--- src/rtl/ovl_pkg.sv ---
package ovl_pkg;
  typedef enum logic [2:0] {
    OP_ADD  = 3'd0,
    OP_SUB  = 3'd1,
    OP_MUL  = 3'd2,
    OP_DIV  = 3'd3,
    OP_SQRT = 3'd4,
    OP_MOV  = 3'd5,
    OP_RSV6 = 3'd6,
    OP_RSV7 = 3'd7
  } op_cls_e;

  function automatic int unsigned max_u(input int unsigned a, input int unsigned b);
    return (a > b) ? a : b;
  endfunction
endpackage

--- src/rtl/ovl_cost.sv ---
module ovl_cost import ovl_pkg::*; #(
  parameter int unsigned HEAD_ARITH = 17,
  parameter int unsigned HEAD_MOVE  = 21,
  parameter int unsigned TAIL_ADD   = 35,
  parameter int unsigned TAIL_MUL   = 55,
  parameter int unsigned TAIL_DIV   = 87,
  parameter int unsigned TAIL_SQRT  = 89,
  parameter int unsigned CW         = 7
) (
  input  op_cls_e         cls,
  output logic [CW-1:0]   head_len,
  output logic [CW-1:0]   tail_len
);
  function automatic logic [CW-1:0] head_of(input op_cls_e c);
    return (c == OP_MOV) ? CW'(HEAD_MOVE) : CW'(HEAD_ARITH);
  endfunction

  function automatic logic [CW-1:0] tail_of(input op_cls_e c);
    case (c)
      OP_MUL:  return CW'(TAIL_MUL);
      OP_DIV:  return CW'(TAIL_DIV);
      OP_SQRT: return CW'(TAIL_SQRT);
      OP_MOV:  return '0;
      default: return CW'(TAIL_ADD);
    endcase
  endfunction

  assign head_len = head_of(cls);
  assign tail_len = tail_of(cls);
endmodule

--- src/rtl/ovl_head_slot.sv ---
module ovl_head_slot #(
  parameter int unsigned CW = 7,
  parameter int unsigned RW = 3,
  parameter int unsigned TW = 4
) (
  input  logic          clk,
  input  logic          rst,
  input  logic          load,
  input  logic [CW-1:0] load_head,
  input  logic [CW-1:0] load_tail,
  input  logic [RW-1:0] load_dst,
  input  logic [TW-1:0] load_tag,
  input  logic          handoff,
  output logic          busy,
  output logic          fin,
  output logic [CW-1:0] tail_len,
  output logic [RW-1:0] dst,
  output logic [TW-1:0] tag
);
  logic [CW-1:0] left;

  always_ff @(posedge clk) begin
    if (rst) begin
      busy     <= 1'b0;
      left     <= '0;
      tail_len <= '0;
      dst      <= '0;
      tag      <= '0;
    end else if (load) begin
      busy     <= 1'b1;
      left     <= load_head - 1'b1;
      tail_len <= load_tail;
      dst      <= load_dst;
      tag      <= load_tag;
    end else if (handoff) begin
      busy <= 1'b0;
    end else if (busy && left != '0) begin
      left <= left - 1'b1;
    end
  end

  assign fin = busy && (left == '0);
endmodule

--- src/rtl/ovl_tail_slot.sv ---
module ovl_tail_slot #(
  parameter int unsigned CW = 7,
  parameter int unsigned RW = 3,
  parameter int unsigned TW = 4
) (
  input  logic          clk,
  input  logic          rst,
  input  logic          start,
  input  logic [CW-1:0] start_len,
  input  logic [RW-1:0] start_dst,
  input  logic [TW-1:0] start_tag,
  output logic          busy,
  output logic          last,
  output logic [RW-1:0] dst,
  output logic [TW-1:0] tag
);
  logic [CW-1:0] left;

  always_ff @(posedge clk) begin
    if (rst) begin
      busy <= 1'b0;
      left <= '0;
      dst  <= '0;
      tag  <= '0;
    end else if (start) begin
      busy <= 1'b1;
      left <= start_len - 1'b1;
      dst  <= start_dst;
      tag  <= start_tag;
    end else if (last) begin
      busy <= 1'b0;
    end else if (busy) begin
      left <= left - 1'b1;
    end
  end

  assign last = busy && (left == '0);
endmodule

--- src/rtl/ovl_hazard.sv ---
module ovl_hazard #(
  parameter int unsigned NUM_REGS = 8,
  parameter int unsigned RW       = 3
) (
  input  logic          h_busy,
  input  logic [RW-1:0] h_dst,
  input  logic          h_retire,
  input  logic          t_busy,
  input  logic [RW-1:0] t_dst,
  input  logic          t_retire,
  input  logic [RW-1:0] src,
  output logic          conflict
);
  logic [NUM_REGS-1:0] live;

  for (genvar r = 0; r < NUM_REGS; r++) begin : g_reg
    logic by_head, by_tail;
    assign by_head = h_busy && !h_retire && (h_dst == RW'(r));
    assign by_tail = t_busy && !t_retire && (t_dst == RW'(r));
    assign live[r] = by_head || by_tail;
  end

  assign conflict = live[src];
endmodule

--- src/rtl/ovl_issue_ctrl.sv ---
module ovl_issue_ctrl import ovl_pkg::*; #(
  parameter int unsigned NUM_REGS   = 8,
  parameter int unsigned TAG_W      = 4,
  parameter int unsigned CNT_W      = 32,
  parameter int unsigned HEAD_ARITH = 17,
  parameter int unsigned HEAD_MOVE  = 21,
  parameter int unsigned TAIL_ADD   = 35,
  parameter int unsigned TAIL_MUL   = 55,
  parameter int unsigned TAIL_DIV   = 87,
  parameter int unsigned TAIL_SQRT  = 89
) (
  input  logic                        clk,
  input  logic                        rst,
  input  logic                        in_valid,
  output logic                        in_ready,
  input  logic [2:0]                  in_cls,
  input  logic [$clog2(NUM_REGS)-1:0] in_src,
  input  logic [$clog2(NUM_REGS)-1:0] in_dst,
  input  logic                        in_drain,
  input  logic [TAG_W-1:0]            in_tag,
  output logic                        issue_pulse,
  output logic [TAG_W-1:0]            issue_tag,
  output logic                        done_pulse,
  output logic [TAG_W-1:0]            done_tag,
  output logic [CNT_W-1:0]            cycle_count
);
  localparam int unsigned RW = $clog2(NUM_REGS);
  localparam int unsigned MAXC = max_u(max_u(HEAD_ARITH, HEAD_MOVE),
                                       max_u(max_u(TAIL_ADD, TAIL_MUL),
                                             max_u(TAIL_DIV, TAIL_SQRT)));
  localparam int unsigned CW = $clog2(MAXC + 1);

  logic [CW-1:0]    c_head, c_tail;
  logic             h_busy, h_fin;
  logic [CW-1:0]    h_tail;
  logic [RW-1:0]    h_dst;
  logic [TAG_W-1:0] h_tag;
  logic             t_busy, tail_last;
  logic [RW-1:0]    t_dst;
  logic [TAG_W-1:0] t_tag;
  logic             mv_fin, tail_go, handoff, head_free, conflict, accept;

  ovl_cost #(
    .HEAD_ARITH(HEAD_ARITH), .HEAD_MOVE(HEAD_MOVE), .TAIL_ADD(TAIL_ADD),
    .TAIL_MUL(TAIL_MUL), .TAIL_DIV(TAIL_DIV), .TAIL_SQRT(TAIL_SQRT), .CW(CW)
  ) u_cost (
    .cls(op_cls_e'(in_cls)), .head_len(c_head), .tail_len(c_tail)
  );

  ovl_head_slot #(.CW(CW), .RW(RW), .TW(TAG_W)) u_head (
    .clk(clk), .rst(rst), .load(accept), .load_head(c_head), .load_tail(c_tail),
    .load_dst(in_dst), .load_tag(in_tag), .handoff(handoff),
    .busy(h_busy), .fin(h_fin), .tail_len(h_tail), .dst(h_dst), .tag(h_tag)
  );

  ovl_tail_slot #(.CW(CW), .RW(RW), .TW(TAG_W)) u_tail (
    .clk(clk), .rst(rst), .start(tail_go), .start_len(h_tail),
    .start_dst(h_dst), .start_tag(h_tag),
    .busy(t_busy), .last(tail_last), .dst(t_dst), .tag(t_tag)
  );

  ovl_hazard #(.NUM_REGS(NUM_REGS), .RW(RW)) u_haz (
    .h_busy(h_busy), .h_dst(h_dst), .h_retire(mv_fin),
    .t_busy(t_busy), .t_dst(t_dst), .t_retire(tail_last),
    .src(in_src), .conflict(conflict)
  );

  // A zero-length execution phase retires from the front-end slot, unless
  // the arithmetic unit retires in the same cycle (one completion per cycle).
  assign mv_fin    = h_fin && (h_tail == '0) && !tail_last;
  assign tail_go   = h_fin && (h_tail != '0) && (!t_busy || tail_last);
  assign handoff   = mv_fin || tail_go;
  assign head_free = !h_busy || handoff;
  assign in_ready  = in_drain ? (!h_busy && !t_busy) : (head_free && !conflict);
  assign accept    = in_valid && in_ready;

  always_ff @(posedge clk) begin
    if (rst) begin
      issue_pulse <= 1'b0;
      issue_tag   <= '0;
      done_pulse  <= 1'b0;
      done_tag    <= '0;
      cycle_count <= '0;
    end else begin
      issue_pulse <= accept;
      issue_tag   <= in_tag;
      done_pulse  <= tail_last || mv_fin;
      done_tag    <= tail_last ? t_tag : h_tag;
      cycle_count <= cycle_count + 1'b1;
    end
  end
endmodule

--- config.mk ---
export PLATFORM = sky130hd
export DESIGN_NAME = ovl_issue_ctrl
export DESIGN_NICKNAME = d
export VERILOG_FILES = /design/src/rtl/ovl_pkg.sv /design/src/rtl/ovl_cost.sv /design/src/rtl/ovl_head_slot.sv /design/src/rtl/ovl_tail_slot.sv /design/src/rtl/ovl_hazard.sv /design/src/rtl/ovl_issue_ctrl.sv
export SDC_FILE = /design/constraint.sdc
export NUM_CORES = 1
export LEC_CHECK = 0
export BUFFER_PORTS_ARGS = -buffer_cell sky130_fd_sc_hd__buf_2
export CAP_MARGIN = 20
export CORE_ASPECT_RATIO = 0.5
export CORE_MARGIN = 2
export CORE_UTILIZATION = 50
export CTS_CLUSTER_SIZE = 8
export DETAILED_ROUTE_END_ITERATION = 7
export PLACE_DENSITY_LB_ADDON = 0.12
export SLEW_MARGIN = 20
export SYNTH_ARGS = -nofsm -noshare
export SYNTH_HDL_FRONTEND = slang
export SYNTH_SLANG_ARGS = --single-unit
export TNS_END_PERCENT = 100
--- constraint.sdc ---
create_clock -name clk -period 2.85 [get_ports clk]
set_input_delay 0.4275 -clock clk [delete_from_list [all_inputs] [get_ports clk]]
set_output_delay 0.4275 -clock clk [all_outputs]
set_load 0.05 [all_outputs]
==> flow_summary_export.csv, run 1 <==
group,metric,value,unit
pwr,power_switching,981,uW
synthesis,synth_top_area_cell,"dfxtp_1",
timing,finalHoldViolations,0,
layout,syn_to_final_growth,20.1,%
place,dpl.hpwl,5260,um
detailed_routing,wl_per_cell,13.1,um
synthesis,synth.top_cell.area_share,0.436,
layout,diodes,0,
synthesis,syn-mean-instance-area,8.64,sq um
detailed_routing,wl,7600,um
worst_setup_path,cp-end-kind,"primary output",
worst_setup_path,critPathMaxFanout,6,
worst_setup_path,cp_data_arrival_time,2.24,ns
detailed_routing,vias_per_cell,5.28,
min_path,hp-start,"in_tag[0]",
worst_setup_path,r2r-start,"u_head.tail_len[2]",
floorplanning,placeableCoreArea,6860,sq um
synthesis,syn-num-nets,441,
grt,grtUsageMet1,0.262,
timing,layout_setup_ws,0.178,ns
timing,skew,0.00561,ns
synthesis,synth-seq-area-share,0.436,
grt,grt-ovfl-total,0,
cts,hold_buffers,0,
synthesis,synth-async-reset-ratio,0,
synthesis,yosysMostFrequentCell,"dfxtp_1",
synthesis,synth.distinct_cells,51,
cts,clk_latency,0.34,ns
layout,post-route-util,0.635,
cts,clk_pin_slew,0.06,ns
pwr,clkPwrFrac,0.357,
pwr,seqPwrFrac,0.411,
detailed_routing,ant_nets,0,
detailed_routing,first_pass_iters,4,
place,place_ws,0.307,ns
floorplanning,die_x,124,um
pwr,power_frac_comb,0.231,
pwr,p_leak,1.72,nW
timing,slew_headroom,0.474,
timing,final.setup.tns,0,ns
flow_run,cap_violations,0,
timing,rsz0062_at_grt,"false",
timing,period_needed,2.67,ns
grt,grt_pass1_wl,13100,um
synthesis,synth_seq_cells,79,
timing,worst_pin_slew,0.790,ns
detailed_routing,drt-initial-drc-count,183,
grt,track_usage,0.203,
cts,htree_levels,3,
cts,cts.sinks,79,
synthesis,synthFlopType,"dfxtp_1",
floorplanning,start_util,0.529,
pwr,p_per_area,730,nW/um^2
cts,cts_buffer_depth,2,
synthesis,synth_common_cells,"79 x dfxtp_1, 60 x nor2_1, 39 x nand2_1",
place,portBuffers,59,
layout,fillers,578,
floorplanning,die_height,64.2,um
timing,finalCritPeriodShare,0.937,
pwr,internal-power,2.20,mW
worst_setup_path,start_kind,"flip-flop",
place,gp_congestion,0.893,
worst_setup_path,critPathKind,"reg2out",
layout,stdcell_count,578,
synthesis,synthCells,420,
timing,setup_viol,0,
synthesis,ys_warn_count,0,
pwr,fin_total_pwr,3.18,mW
detailed_routing,drc,0,
worst_setup_path,crit_required,2.42,ns
floorplanning,rows,21,
cts,cts_tree,"yes",
floorplanning,dieArea,7990,sq um
grt,met3_usage,0.0745,
place,place_inst,560,
pwr,swShare,0.308,
grt,antenna_found_initial,0,
grt,grt_max_degree,45,
min_path,hp-class,"in2reg",
layout,drive_gt1_frac,0.204,
layout,fin_nets,502,
grt,grt_util_met2,0.320,
grt,busiest_layer,"met2",
place,placed_area,4040,sq um
synthesis,synth_edf_count,0,
run_status,status,"finished, final reports clean",
timing,fmax,374,MHz
floorplanning,ios,60,
timing,slew_violations,0,
layout,final_area,4360,sq um
worst_setup_path,critPathLaunch,"u_head.tail_len[2]",
pwr,ir_drop,0.000334,V
grt,first_global_vias,2787,
synthesis,synth.area.top_cells,"dfxtp_1 44%, mux2i_1 6.3%, nor2_1 6.2%, xnor2_1 4.3%, nand2_1 4.0%",
timing,whs,0.317,ns
synthesis,syn_area,3630,sq um
detailed_routing,vias,3052,
cts,root_buffer,"clkbuf_16",
cts,cts_buffers,9,
## area by class of cell
cell class	count	area, sq um	area share
Inverter	11	41.3	0.00948
Multi-Input combinational cell	309	1920	0.441
Tap cell	92	115	0.0264
Sequential cell	79	1580	0.363
Timing Repair Buffer	71	398	0.0913
Clock inverter	6	68.8	0.0158
Clock buffer	10	229	0.0526
## final timing paths
check,endpoint,slack (ns),cells after the start
worst max-delay path,in_ready,0.18,5
worst min-delay path,issue_tag[0],0.32,2
worst min register to register,u_tail.tag[1],0.46,2
worst max register to register,u_tail.left[2],0.28,10
## repair_timing
| item | 4_1_cts | 5_1_grt |
|---|---|---|
| resized for setup | 0 | 1 |
| endpoints found under the setup margin | 0 | 3 |
| setup buffers | 0 | 2 |
## state kept, by name (all words and copies together) (netlist names), 3 cells and up
register	count
cycle_count	32
done_tag	4
issue_tag	4
u_head.dst	3
u_head.left	7
u_head.tag	4
u_head.tail_len	7
u_tail.dst	3
u_tail.left	7
u_tail.tag	4
## cells by family (layout without fill, tap and decap cells)
| family | Yosys count | in the layout | synth area share |
|---|---|---|---|
| muxes | 24 | 24 | 0.0666 |
| and+or+nand+nor | 184 | 184 | 0.253 |
| xor gates and xnor gates | 34 | 34 | 0.0821 |
| AOI/OAI and AO/OA | 63 | 63 | 0.113 |
| DFF | 79 | 79 | 0.436 |
| adders and majority gates | 4 | 4 | 0.0138 |
| buffers and inverters | 32 | 98 | 0.0355 |
## power by group through the flow
stage / registers, mW / clock network, mW / logic, mW
after global placement: 1.32 / 0 / 0.719
after floorplan: 1.34 / 0 / 0.526
final: 1.31 / 1.14 / 0.736
after global routing: 1.32 / 1.22 / 0.824
after detailed placement: 1.33 / 0 / 0.713
after CTS: 1.30 / 1.17 / 0.718
## cells in the final DEF (no fill, tap or decap), types with 2 or more instances in the layout
cell type,instances
dfxtp_1,79
nor2_1,60
buf_2,59
nand2_1,39
a21oi_1,29
mux2i_1,23
nand3_1,18
xnor2_1,18
xor2_1,16
nor3_1,11
buf_4,11
inv_1,10
o21ai_0,10
nand4_1,9
or3_1,9
clkbuf_16,9
nor2b_1,8
nor4_1,8
a31oi_1,6
ha_1,4
and4_1,3
nand2b_1,3
or4_4,2
and2_1,2
o31ai_1,2
a211oi_1,2
o21ai_1,2
o2111ai_1,2
and3_1,2
inv_6,2
## per-layer routing
metal  vias up  wire, um
met5         -         0
met1      1413      3800
li1       1582         -
met2        46      3320
met3        11       372
met4         0       102
## critical path, stage by stage (launching register included)
cell and delay [ns]:
dfxtp_1 0.36, or4_4 0.58, or4_1 0.49, o2111ai_2 0.15, a21oi_1 0.11, buf_2 0.22
Note: power is estimated with default switching activity, not from simulation.
==> inputs of run 2 (changes only) <==
SETUP_SLACK_MARGIN = 0.5   (was not set)
==> flow_summary_export.csv, run 2 (synthesis gave the netlist of run 1 again) <==
group,metric,value,unit
floorplanning,dieArea,7990,sq um
floorplanning,ios,60,
worst_setup_path,cp_data_arrival_time,2.77,ns
pwr,p_per_area,750,nW/um^2
grt,track_usage,0.220,
detailed_routing,ant_nets,0,
worst_setup_path,cp_slowest_cell,"or4_4",
floorplanning,die_height,64.2,um
detailed_routing,first_pass_iters,6,
flow_run,cap_violations,0,
timing,finalHoldViolations,0,
timing,skew,0.00306,ns
cts,clk_pin_slew,0.06,ns
detailed_routing,vias_per_cell,5.52,
cts,cts.sinks,79,
worst_setup_path,cp-end-kind,"flip-flop",
worst_setup_path,r2r_cells,9,
timing,rsz0062_at_grt,"true",
worst_setup_path,cpPeakStageDelay,0.56,ns
cts,cts_tree,"yes",
grt,grt_max_degree,55,
place,gp_congestion,0.918,
min_path,hp-class,"in2reg",
place,dpl.hpwl,5700,um
timing,fmax,394,MHz
layout,post-route-util,0.688,
timing,worst_pin_slew,0.582,ns
layout,fin_nets,523,
worst_setup_path,crit_required,3.08,ns
detailed_routing,vias,3304,
detailed_routing,wl,9070,um
grt,first_global_vias,3070,
timing,setup_viol,0,
worst_setup_path,critPathLaunch,"u_head.tail_len[5]",
pwr,p_leak,1.88,nW
floorplanning,start_util,0.529,
worst_setup_path,rrSetupSlack,0.31,ns
worst_setup_path,crit_end,"u_head.tail_len[3]",
run_status,status,"finished, final reports clean",
timing,period_needed,2.54,ns
detailed_routing,drc,0,
layout,largest_reg_flops,32,
worst_setup_path,critPathKind,"reg2reg",
timing,final.setup.tns,0,ns
cts,cts_buffers,9,
place,place_inst,557,
worst_setup_path,start_kind,"flip-flop",
worst_setup_path,path_cells,"or4_4, or4_4, o2111ai_4, buf_6, a211oi_4, buf_6, clkbuf_16, or3b_1, o31ai_1",
layout,diodes,0,
layout,fillers,538,
grt,antenna_found_initial,0,
floorplanning,placeableCoreArea,6860,sq um
worst_setup_path,reg2reg_to,"u_head.tail_len[3]",
worst_setup_path,r2r-start,"u_head.tail_len[5]",
cts,clk_latency,0.34,ns
worst_setup_path,critPathMaxFanout,7,
detailed_routing,drt-initial-drc-count,287,
layout,regMostFlops,"cycle_count",
timing,finalCritPeriodShare,0.889,
place,portBuffers,59,
cts,cts_buffer_depth,2,
floorplanning,rows,21,
layout,syn_to_final_growth,30.1,%
cts,htree_levels,3,
floorplanning,die_x,124,um
grt,grt_pass1_wl,14100,um
layout,layout_common_cells,"75 x dfxtp_1, 58 x nor2_1, 58 x buf_2",
grt,grt-ovfl-total,0,
cts,root_buffer,"clkbuf_16",
layout,stdcell_count,599,
timing,slew_headroom,0.609,
pwr,ir_drop,0.000342,V
detailed_routing,wl_per_cell,15.1,um
layout,drive_gt1_frac,0.280,
layout,final_common_cell,"dfxtp_1",
timing,slew_violations,0,
## run 2: cell types whose count changed in the layout (fill, tap and decap cells not counted), sizes merged
cell | previous run | this run
buf | 71 | 90
bufinv | 1 | 0
clkbuf | 10 | 12
clkinv | 2 | 4
clkinvlp | 1 | 0
## run 2: layer usage
metal / routed length, um / part of all wire / track usage / vias to the layer above
met5: 0 / 0 / 0 / -
met4: 68 / 0.0075 / 0.0632 / 0
met3: 600 / 0.066 / 0.0955 / 12
met2: 4340 / 0.48 / 0.365 / 94
met1: 4060 / 0.45 / 0.261 / 1573
li1: - / - / - / 1625
## run 2: final cells by class
cell class | instances | area, sq um | share of cell area
multi-input cells | 309 | 2030 | 0.430
flip-flops and latches | 79 | 1590 | 0.337
repair buffers | 92 | 657 | 0.139
clock buffers | 10 | 239 | 0.0506
well taps | 92 | 115 | 0.0244
clock inverters | 6 | 43.8 | 0.00928
inverters | 11 | 41.3 | 0.00875
## run 2: how the worst min path moves through the flow
stage                         from        endpoint  slack [ns]  depth (start not counted)
CTS                      in_tag[3]    issue_tag[3]        0.31                          2
global route             in_tag[3]    issue_tag[3]        0.31                          2
detailed placement   u_tail.tag[2]   u_tail.tag[2]        0.45                          2
finish                   in_tag[3]    issue_tag[3]        0.33                          2
global placement    cycle_count[0]  cycle_count[0]        0.43                          1
floorplan            u_tail.tag[0]   u_tail.tag[0]        0.44                          2
## run 2: power breakdown
group / switching (mW) / internal [mW]
Clock: 0.461 / 0.619
Sequential: 0.108 / 1.20
Combinational: 0.582 / 0.571
## run 2: worst max-delay path, delay by kind of cell (launching register included)
kind            cells  cell delay [ns]
compound gates      3             0.27
buf+inv             3             0.45
flops               1             0.33
simple gates        3             1.38
## run 2: stage by stage
step | power (mW) | worst slack (ns) | hold slack, ns | area, sq um
detailed placement | 2.08 | 0.345 | 0.450 | 4050
floorplan | 1.90 | 0.307 | 0.436 | 3670
global placement | 2.06 | 0.418 | 0.431 | 4050
finish | 3.54 | 0.315 | 0.326 | 4720
global route | 3.72 | 0.271 | 0.313 | 4720
CTS | 3.32 | 0.284 | 0.311 | 4510
## run 2: timing repair
item,in CTS,in global routing
buffers inserted,15,9
pin swaps,8,17
gates resized for setup,14,20
hold buffers,0,0
cloned,0,2
setup endpoints to repair,26,39
